==> src/rtl/mot_pkg.sv <==
package mot_pkg;
    typedef enum logic [1:0] {
        OCC_EMPTY   = 2'd0,
        OCC_PARTIAL = 2'd1,
        OCC_FULL    = 2'd2
    } occ_state_e;
endpackage

==> src/rtl/mot_slot_pick.sv <==
module mot_slot_pick #(
    parameter int DEPTH = 16,
    parameter int IW    = $clog2(DEPTH)
) (
    input  logic [DEPTH-1:0] busy,
    output logic [IW-1:0]    slot,
    output logic             found
);
    // lowest free index wins: scan downward so the last hit is the lowest
    always_comb begin
        slot  = '0;
        found = 1'b0;
        for (int i = DEPTH - 1; i >= 0; i--) begin
            if (!busy[i]) begin
                slot  = IW'(i);
                found = 1'b1;
            end
        end
    end
endmodule

==> src/rtl/mot_age_matrix.sv <==
module mot_age_matrix #(
    parameter int DEPTH = 16,
    parameter int IW    = $clog2(DEPTH)
) (
    input  logic             clk,
    input  logic             rst,
    input  logic             alloc_en,
    input  logic [IW-1:0]    alloc_slot,
    input  logic             alloc_store,
    input  logic [DEPTH-1:0] rel_mask,
    input  logic [IW-1:0]    qry_slot,
    output logic [DEPTH-1:0] live_q,
    output logic [DEPTH-1:0] kind_q,
    output logic             qry_live,
    output logic             qry_store,
    output logic             qry_old_st,
    output logic             qry_old_ld
);
    // older_q[i][j] = 1 when slot j was live at the time slot i was dispatched
    logic [DEPTH-1:0] older_q [DEPTH];
    logic [DEPTH-1:0] older_vec;

    always_ff @(posedge clk) begin
        if (rst) begin
            live_q <= '0;
            kind_q <= '0;
            for (int i = 0; i < DEPTH; i++) older_q[i] <= '0;
        end else begin
            for (int i = 0; i < DEPTH; i++) begin
                if (alloc_en && alloc_slot == IW'(i)) begin
                    live_q[i]  <= 1'b1;
                    kind_q[i]  <= alloc_store;
                    older_q[i] <= live_q & ~rel_mask;
                end else begin
                    if (rel_mask[i]) live_q[i] <= 1'b0;
                    // a reused slot must not look older to anyone
                    if (alloc_en) older_q[i][alloc_slot] <= 1'b0;
                end
            end
        end
    end

    always_comb begin
        older_vec  = older_q[qry_slot] & live_q;
        qry_live   = live_q[qry_slot];
        qry_store  = kind_q[qry_slot];
        qry_old_st = qry_live & (|(older_vec & kind_q));
        qry_old_ld = qry_live & (|(older_vec & ~kind_q));
    end


    no_self_older_chk: assert property (@(posedge clk) disable iff (rst)
        alloc_en |=> !older_q[$past(alloc_slot)][$past(alloc_slot)]);
endmodule

==> src/rtl/mot_occ_fsm.sv <==
module mot_occ_fsm
    import mot_pkg::*;
#(
    parameter int DEPTH = 16,
    parameter int CW    = $clog2(DEPTH + 1)
) (
    input  logic       clk,
    input  logic       rst,
    input  logic       inc,
    input  logic [1:0] dec,
    output logic       full,
    output logic       empty
);
    occ_state_e    st_q, st_n;
    logic [CW-1:0] cnt_q, cnt_n;

    assign cnt_n = cnt_q + CW'(inc) - CW'(dec);

    always_comb begin
        st_n = st_q;
        unique case (st_q)
            OCC_EMPTY:   if (inc) st_n = (cnt_n == CW'(DEPTH)) ? OCC_FULL : OCC_PARTIAL;
            OCC_PARTIAL: begin
                if (cnt_n == CW'(DEPTH))  st_n = OCC_FULL;
                else if (cnt_n == '0)     st_n = OCC_EMPTY;
            end
            OCC_FULL:    if (dec != 2'd0) st_n = (cnt_n == '0) ? OCC_EMPTY : OCC_PARTIAL;
            default:     st_n = OCC_EMPTY;
        endcase
    end

    always_ff @(posedge clk) begin
        if (rst) begin
            st_q  <= OCC_EMPTY;
            cnt_q <= '0;
        end else begin
            st_q  <= st_n;
            cnt_q <= cnt_n;
        end
    end

    always_comb begin
        full  = (st_q == OCC_FULL);
        empty = (st_q == OCC_EMPTY);
    end


    no_overflow_chk: assert property (@(posedge clk) disable iff (rst)
        full |-> !inc);

    no_underflow_chk: assert property (@(posedge clk) disable iff (rst)
        empty |-> dec == 2'd0);
endmodule

==> src/rtl/mem_order_tracker.sv <==
module mem_order_tracker #(
    parameter int DEPTH = 16,
    parameter int IW    = $clog2(DEPTH)
) (
    input  logic          clk,
    input  logic          rst,
    input  logic          disp_valid,
    input  logic          disp_is_store,
    output logic [IW-1:0] disp_slot,
    input  logic          ld_rel_valid,
    input  logic [IW-1:0] ld_rel_slot,
    input  logic          st_rel_valid,
    input  logic [IW-1:0] st_rel_slot,
    input  logic [IW-1:0] qry_slot,
    output logic          qry_valid,
    output logic          qry_is_store,
    output logic          qry_older_store,
    output logic          qry_older_load,
    output logic          full,
    output logic          empty
);
    logic [DEPTH-1:0] live_q, kind_q, rel_mask;
    logic             free_found, alloc_ok, ld_ok, st_ok;
    logic [1:0]       dec;

    mot_slot_pick #(.DEPTH(DEPTH), .IW(IW)) u_pick (
        .busy(live_q), .slot(disp_slot), .found(free_found)
    );

    always_comb begin
        alloc_ok = disp_valid & ~full & free_found;
        ld_ok    = ld_rel_valid & live_q[ld_rel_slot] & ~kind_q[ld_rel_slot];
        st_ok    = st_rel_valid & live_q[st_rel_slot] &  kind_q[st_rel_slot];
        rel_mask = '0;
        if (ld_ok) rel_mask[ld_rel_slot] = 1'b1;
        if (st_ok) rel_mask[st_rel_slot] = 1'b1;
        dec = {1'b0, ld_ok} + {1'b0, st_ok};
    end

    mot_age_matrix #(.DEPTH(DEPTH), .IW(IW)) u_age (
        .clk(clk), .rst(rst),
        .alloc_en(alloc_ok), .alloc_slot(disp_slot), .alloc_store(disp_is_store),
        .rel_mask(rel_mask), .qry_slot(qry_slot),
        .live_q(live_q), .kind_q(kind_q),
        .qry_live(qry_valid), .qry_store(qry_is_store),
        .qry_old_st(qry_older_store), .qry_old_ld(qry_older_load)
    );

    mot_occ_fsm #(.DEPTH(DEPTH)) u_occ (
        .clk(clk), .rst(rst), .inc(alloc_ok), .dec(dec),
        .full(full), .empty(empty)
    );


    alloc_slot_free_chk: assert property (@(posedge clk) disable iff (rst)
        (disp_valid && !full) |-> !live_q[disp_slot]);

    alloc_lands_chk: assert property (@(posedge clk) disable iff (rst)
        (disp_valid && !full) |=> (live_q[$past(disp_slot)] &&
                                   kind_q[$past(disp_slot)] == $past(disp_is_store)));

    full_all_live_chk: assert property (@(posedge clk) disable iff (rst)
        full |-> (&live_q));

    empty_none_live_chk: assert property (@(posedge clk) disable iff (rst)
        empty |-> (live_q == '0));

    ld_free_chk: assert property (@(posedge clk) disable iff (rst)
        ld_ok |=> !live_q[$past(ld_rel_slot)]);

    st_free_chk: assert property (@(posedge clk) disable iff (rst)
        st_ok |=> !live_q[$past(st_rel_slot)]);
endmodule

==> config.mk <==
export PLATFORM = sky130hd
export DESIGN_NAME = mem_order_tracker
export DESIGN_NICKNAME = d
export VERILOG_FILES = /design/src/rtl/mot_pkg.sv /design/src/rtl/mot_slot_pick.sv /design/src/rtl/mot_age_matrix.sv /design/src/rtl/mot_occ_fsm.sv /design/src/rtl/mem_order_tracker.sv
export SDC_FILE = /design/constraint.sdc
export NUM_CORES = 1
export LEC_CHECK = 0
export CORE_MARGIN = 3
export CORE_UTILIZATION = 61
export DETAILED_ROUTE_END_ITERATION = 10
export GPL_ROUTABILITY_DRIVEN = 0
export GPL_TIMING_DRIVEN = 0
export PLACE_DENSITY = 0.78
export SYNTH_ARGS = -nofsm -noshare
export SYNTH_HDL_FRONTEND = slang
export SYNTH_HIERARCHICAL = 1
export SYNTH_SLANG_ARGS = --single-unit
export TNS_END_PERCENT = 10
==> constraint.sdc <==
create_clock -name clk -period 12.2 [get_ports clk]
set_clock_uncertainty 0.05 [all_clocks]
set_input_delay 2.44 -clock clk [delete_from_list [all_inputs] [get_ports clk]]
set_output_delay 2.44 -clock clk [all_outputs]
set_load 0.005 [all_outputs]
==> impl_results.md, run 1 <==
* Run status: finished clean
* # H-tree levels at 1
* Critical path's top delay family: buffers and inverters
* Ratio of routed vias to standard cells at 7.267
* Routed Antenna Nets at 0
* Worst endpoint required time at 9710 ps
* Unrepaired setup endpoints after global routing: false
* Number of distinct standard cells referenced by the synthesized netlist at 81
* Slowest-stage cell, CP: sky130_fd_sc_hd__o21ai_0
* Number of enable flip-flop cells after synthesis at 256
* Worst flop-to-flop path startpoint: u_age/live_q[5]
* Count of cell instances traversed by the critical path at 11
* Die width at 167.9 um
* 1st-pass router iterations at 7
* Most frequent cells in the layout: sky130_fd_sc_hd__nand2_1, sky130_fd_sc_hd__edfxtp_1, sky130_fd_sc_hd__nor2_1
* Worst-case register-to-register setup slack at 7470 ps
* Fill cell total of the finished layout at 1,873
* Max Cap Violations at 0
* CTS tree: built
* Antenna diode instance count at 0
* Hold Crit Class: flop to flop
* Number of port buffers at 25
* Initial core utilization at 62.74%
* Synthesized net count at 1,611
* Number of gates given a new drive strength after cts at 0
* Clock transition at path regs at 60 ps
* Finished Core Util at 69.14%
* Critical path class: input port to output port
* Total Nets Final at 1,668
* Avg Inst Size Synth at 10.08 sq um
* Gate Count Post-Synth at 1,585
* Wire length of the first global-routing pass at 86.32 mm
* Final worst-path setup slack at 3087 ps
* Total clock buffers created by CTS at 30
* Setup Slack @ Placement at 3337 ps
* Capturing point of the worst reg2reg path: u_age/older_q[6][15]
* Worst slew margin relative to its limit at 2.845%
* Largest buffer count on any clock path at 3
* Total buffers and inverters traversed by the critical path at 5
* HPWL reported at the end of detailed placement at 41.27 mm
* Hold violation total from the final report at 0
* Final total power at 0.002495 W
* Share of the yosys chip area belonging to registers at 52.99%
* Pin count of the biggest net entering global routing at 16
* Maximum ir drop on the vdd rail at 0.0001579 V
* Number of warning messages in the yosys log at 6
* Chip height at 167.9 um
* Floorplan row count at 58
* Slew @ Worst Pin at 1452 ps
* Register bit count reported by yosys at 295
* Worst Reg2Reg Path Length in Cells at 8
* DR WL/cell at 30.09 um
* Core area at 0.02547 sq mm
* Crit end category: output port
* Critical path cell sequence: clkdlybuf4s50_1 -> buf_2 -> buf_2 -> buf_2 -> mux4_2 -> o21ai_0 -> nor2_1 -> a2111oi_4 -> o211ai_1 -> o31a_1 -> clkdlybuf4s50_1
* Max Slew Vio Count at 0
* Leakage at 6.709 nW
* Vias in the first global route at 13,300
* Overall via count from detail_route at 14,500
* I/O pin cnt at 28
* Post-synth top flop: sky130_fd_sc_hd__edfxtp_1
* Post-detailed-routing wire length at 60.04 mm
* Proportion of layout cells with a drive suffix above 1 at 8.108%
* Layout overhead on the synthesized area at 10.19%
* Startpoint of the worst hold path: u_age/kind_q[3]
* Fin crit period at 9113 ps
* Hold buffer count at CTS at 0
* Hold Path Stages at 2
* Share of flip-flops with an asynchronous set or reset after synthesis at 0%
* Min-Delay Endpoint: u_age/kind_q[3]
* Share of the clock period used by the worst path after layout at 74.70%
* CTS sink count at 295
* Most common library cell in the layout ignoring fill and taps: sky130_fd_sc_hd__nand2_1
* Global routing usage summed across all routing layers at 41.58%
* Total negative setup slack at 0 ps
* Clock tree root driver cell: sky130_fd_sc_hd__clkbuf_16
* Delay of the slowest cell on the worst path at 620 ps
* Antenna violations before repair at 0
* Maximum clock frequency at 0.1097 GHz
* Worst-Skew Late Latency at 580 ps
* Setup Buffers After CTS at 0
* Data arrival time of the critical path at 6620 ps
* Iter 0 DRT Violations at 3,583
* Startpoint types: input port
* Power density cells at 141.7 mW/mm^2
* Total DRC errors in the routed layout at 0
* Summed area of non-filler cells in the final layout at 0.01761 sq mm
* Placed Area at 0.01664 sq mm
* Most common cell type on the critical path: sky130_fd_sc_hd__buf_2
* Area of the die at 0.02818 sq mm
* Maximum fanout along the worst path at 10
* Post-Synthesis Cell Area at 0.01598 sq mm
* Number of setup violations in the final report at 0
* Leftover overflow at the end of global routing at 0
## state kept, by name, indices dropped and copies added, names as in the netlist
signal,count
u_age/live_q,16
u_age/kind_q,16
u_occ/st_q,2
u_occ/cnt_q,5
u_age/older_q,256
## worst max path at each step
stage                startpoint              end  slack, ps
finish              qry_slot[2]  qry_older_store       3090
global route        qry_slot[2]  qry_older_store       3130
CTS                 qry_slot[2]  qry_older_store       3330
global placement    qry_slot[2]  qry_older_store       3370
floorplan           qry_slot[1]  qry_older_store       5490
detailed placement  qry_slot[2]  qry_older_store       3340
## Yosys cell counts (7+ instances only)
library cell / number / area share [%]
sky130_fd_sc_hd__a211oi_1: 28 / 1.3
sky130_fd_sc_hd__a21oi_1: 31 / 0.97
sky130_fd_sc_hd__a221oi_1: 10 / 0.55
sky130_fd_sc_hd__a22oi_1: 17 / 0.80
sky130_fd_sc_hd__a31oi_1: 14 / 0.55
sky130_fd_sc_hd__and2_1: 10 / 0.39
sky130_fd_sc_hd__buf_1: 10 / 0.23
sky130_fd_sc_hd__buf_2: 20 / 0.63
sky130_fd_sc_hd__buf_6: 7 / 0.49
sky130_fd_sc_hd__clkbuf_1: 108 / 2.5
sky130_fd_sc_hd__dfxtp_1: 39 / 4.9
sky130_fd_sc_hd__edfxtp_1: 256 / 48
sky130_fd_sc_hd__ha_1: 7 / 0.55
sky130_fd_sc_hd__inv_1: 46 / 1.1
sky130_fd_sc_hd__mux2_2: 16 / 1.1
sky130_fd_sc_hd__mux2i_1: 78 / 4.9
sky130_fd_sc_hd__mux4_2: 29 / 4.1
sky130_fd_sc_hd__nand2_1: 303 / 7.1
sky130_fd_sc_hd__nand2b_1: 27 / 1.1
sky130_fd_sc_hd__nand3_1: 29 / 0.91
sky130_fd_sc_hd__nand4_1: 12 / 0.47
sky130_fd_sc_hd__nand4b_1: 8 / 0.44
sky130_fd_sc_hd__nor2_1: 239 / 5.6
sky130_fd_sc_hd__nor2b_1: 24 / 0.94
sky130_fd_sc_hd__nor3_1: 26 / 0.81
sky130_fd_sc_hd__nor3b_1: 14 / 0.66
sky130_fd_sc_hd__o211ai_1: 7 / 0.33
sky130_fd_sc_hd__o21ai_0: 33 / 1.0
sky130_fd_sc_hd__o22ai_1: 19 / 0.74
## report_power, final
group / switching, W / internal [W]
Sequential: 0.0000284 / 0.00116
Clock: 0.000395 / 0.000520
Combinational: 0.000254 / 0.000134
## layout make-up
class / count / area (sq um) / area share (%)
plain buffers: 147 / 636.9 / 3.616
well taps: 330 / 412.9 / 2.345
multi-input cells: 1093 / 6689 / 37.98
flip-flops and latches: 295 / 8468 / 48.09
clock inverters: 13 / 128.9 / 0.7318
clock buffers: 42 / 837.1 / 4.753
inverters: 50 / 187.7 / 1.066
repair buffers: 25 / 250.2 / 1.421
## cells by family after synthesis
group	after synthesis	synth area share [%]
buf+inv	197	5.159
fa+ha+maj	8	0.6733
simple gates	736	20.50
mux	129	10.90
flops	295	52.99
compound gates	216	9.512
xor+xnor	4	0.2662
## per-layer routing
layer  wire length, um  track usage (%)  up-vias
li1                  -                -     5765
met1             19110            54.92     6714
met2             23650            58.04     1589
met3             11380            14.37      430
met4              5901            28.07        0
met5                 0                0        -
## through the flow
stage	hold WS [ps]	std cells
5_1_grt	559.7	1995
2_1_floorplan	433.0	1585
3_5_place_dp	532.3	1940
4_1_cts	542.1	1995
3_3_place_gp	519.3	1940
6_report	551.2	1995
## worst register-to-register path, delay by kind of cell, from the launching register on
kind	cells	cell delay, ps
simple gates	7	2890
flops	1	720
buf+inv	1	790
(Power assumes the default switching activity.)
==> run 2, diff against run 1 <==
clock period = 8.6 ns   (was 12.2 ns; I/O delays follow)
==> results of run 2 <==
Same layout as run 1 (identical final DEF). Status: finished clean.
Among the figures that moved: setup slack after placement 3337 ps -> 1177 ps; setup slack after layout 3087 ps -> 927.2 ps; register-to-register setup slack 7470 ps -> 3870 ps; total power 0.002495 W -> 0.003539 W; worst IR drop on VDD 0.0001579 V -> 0.0002240 V
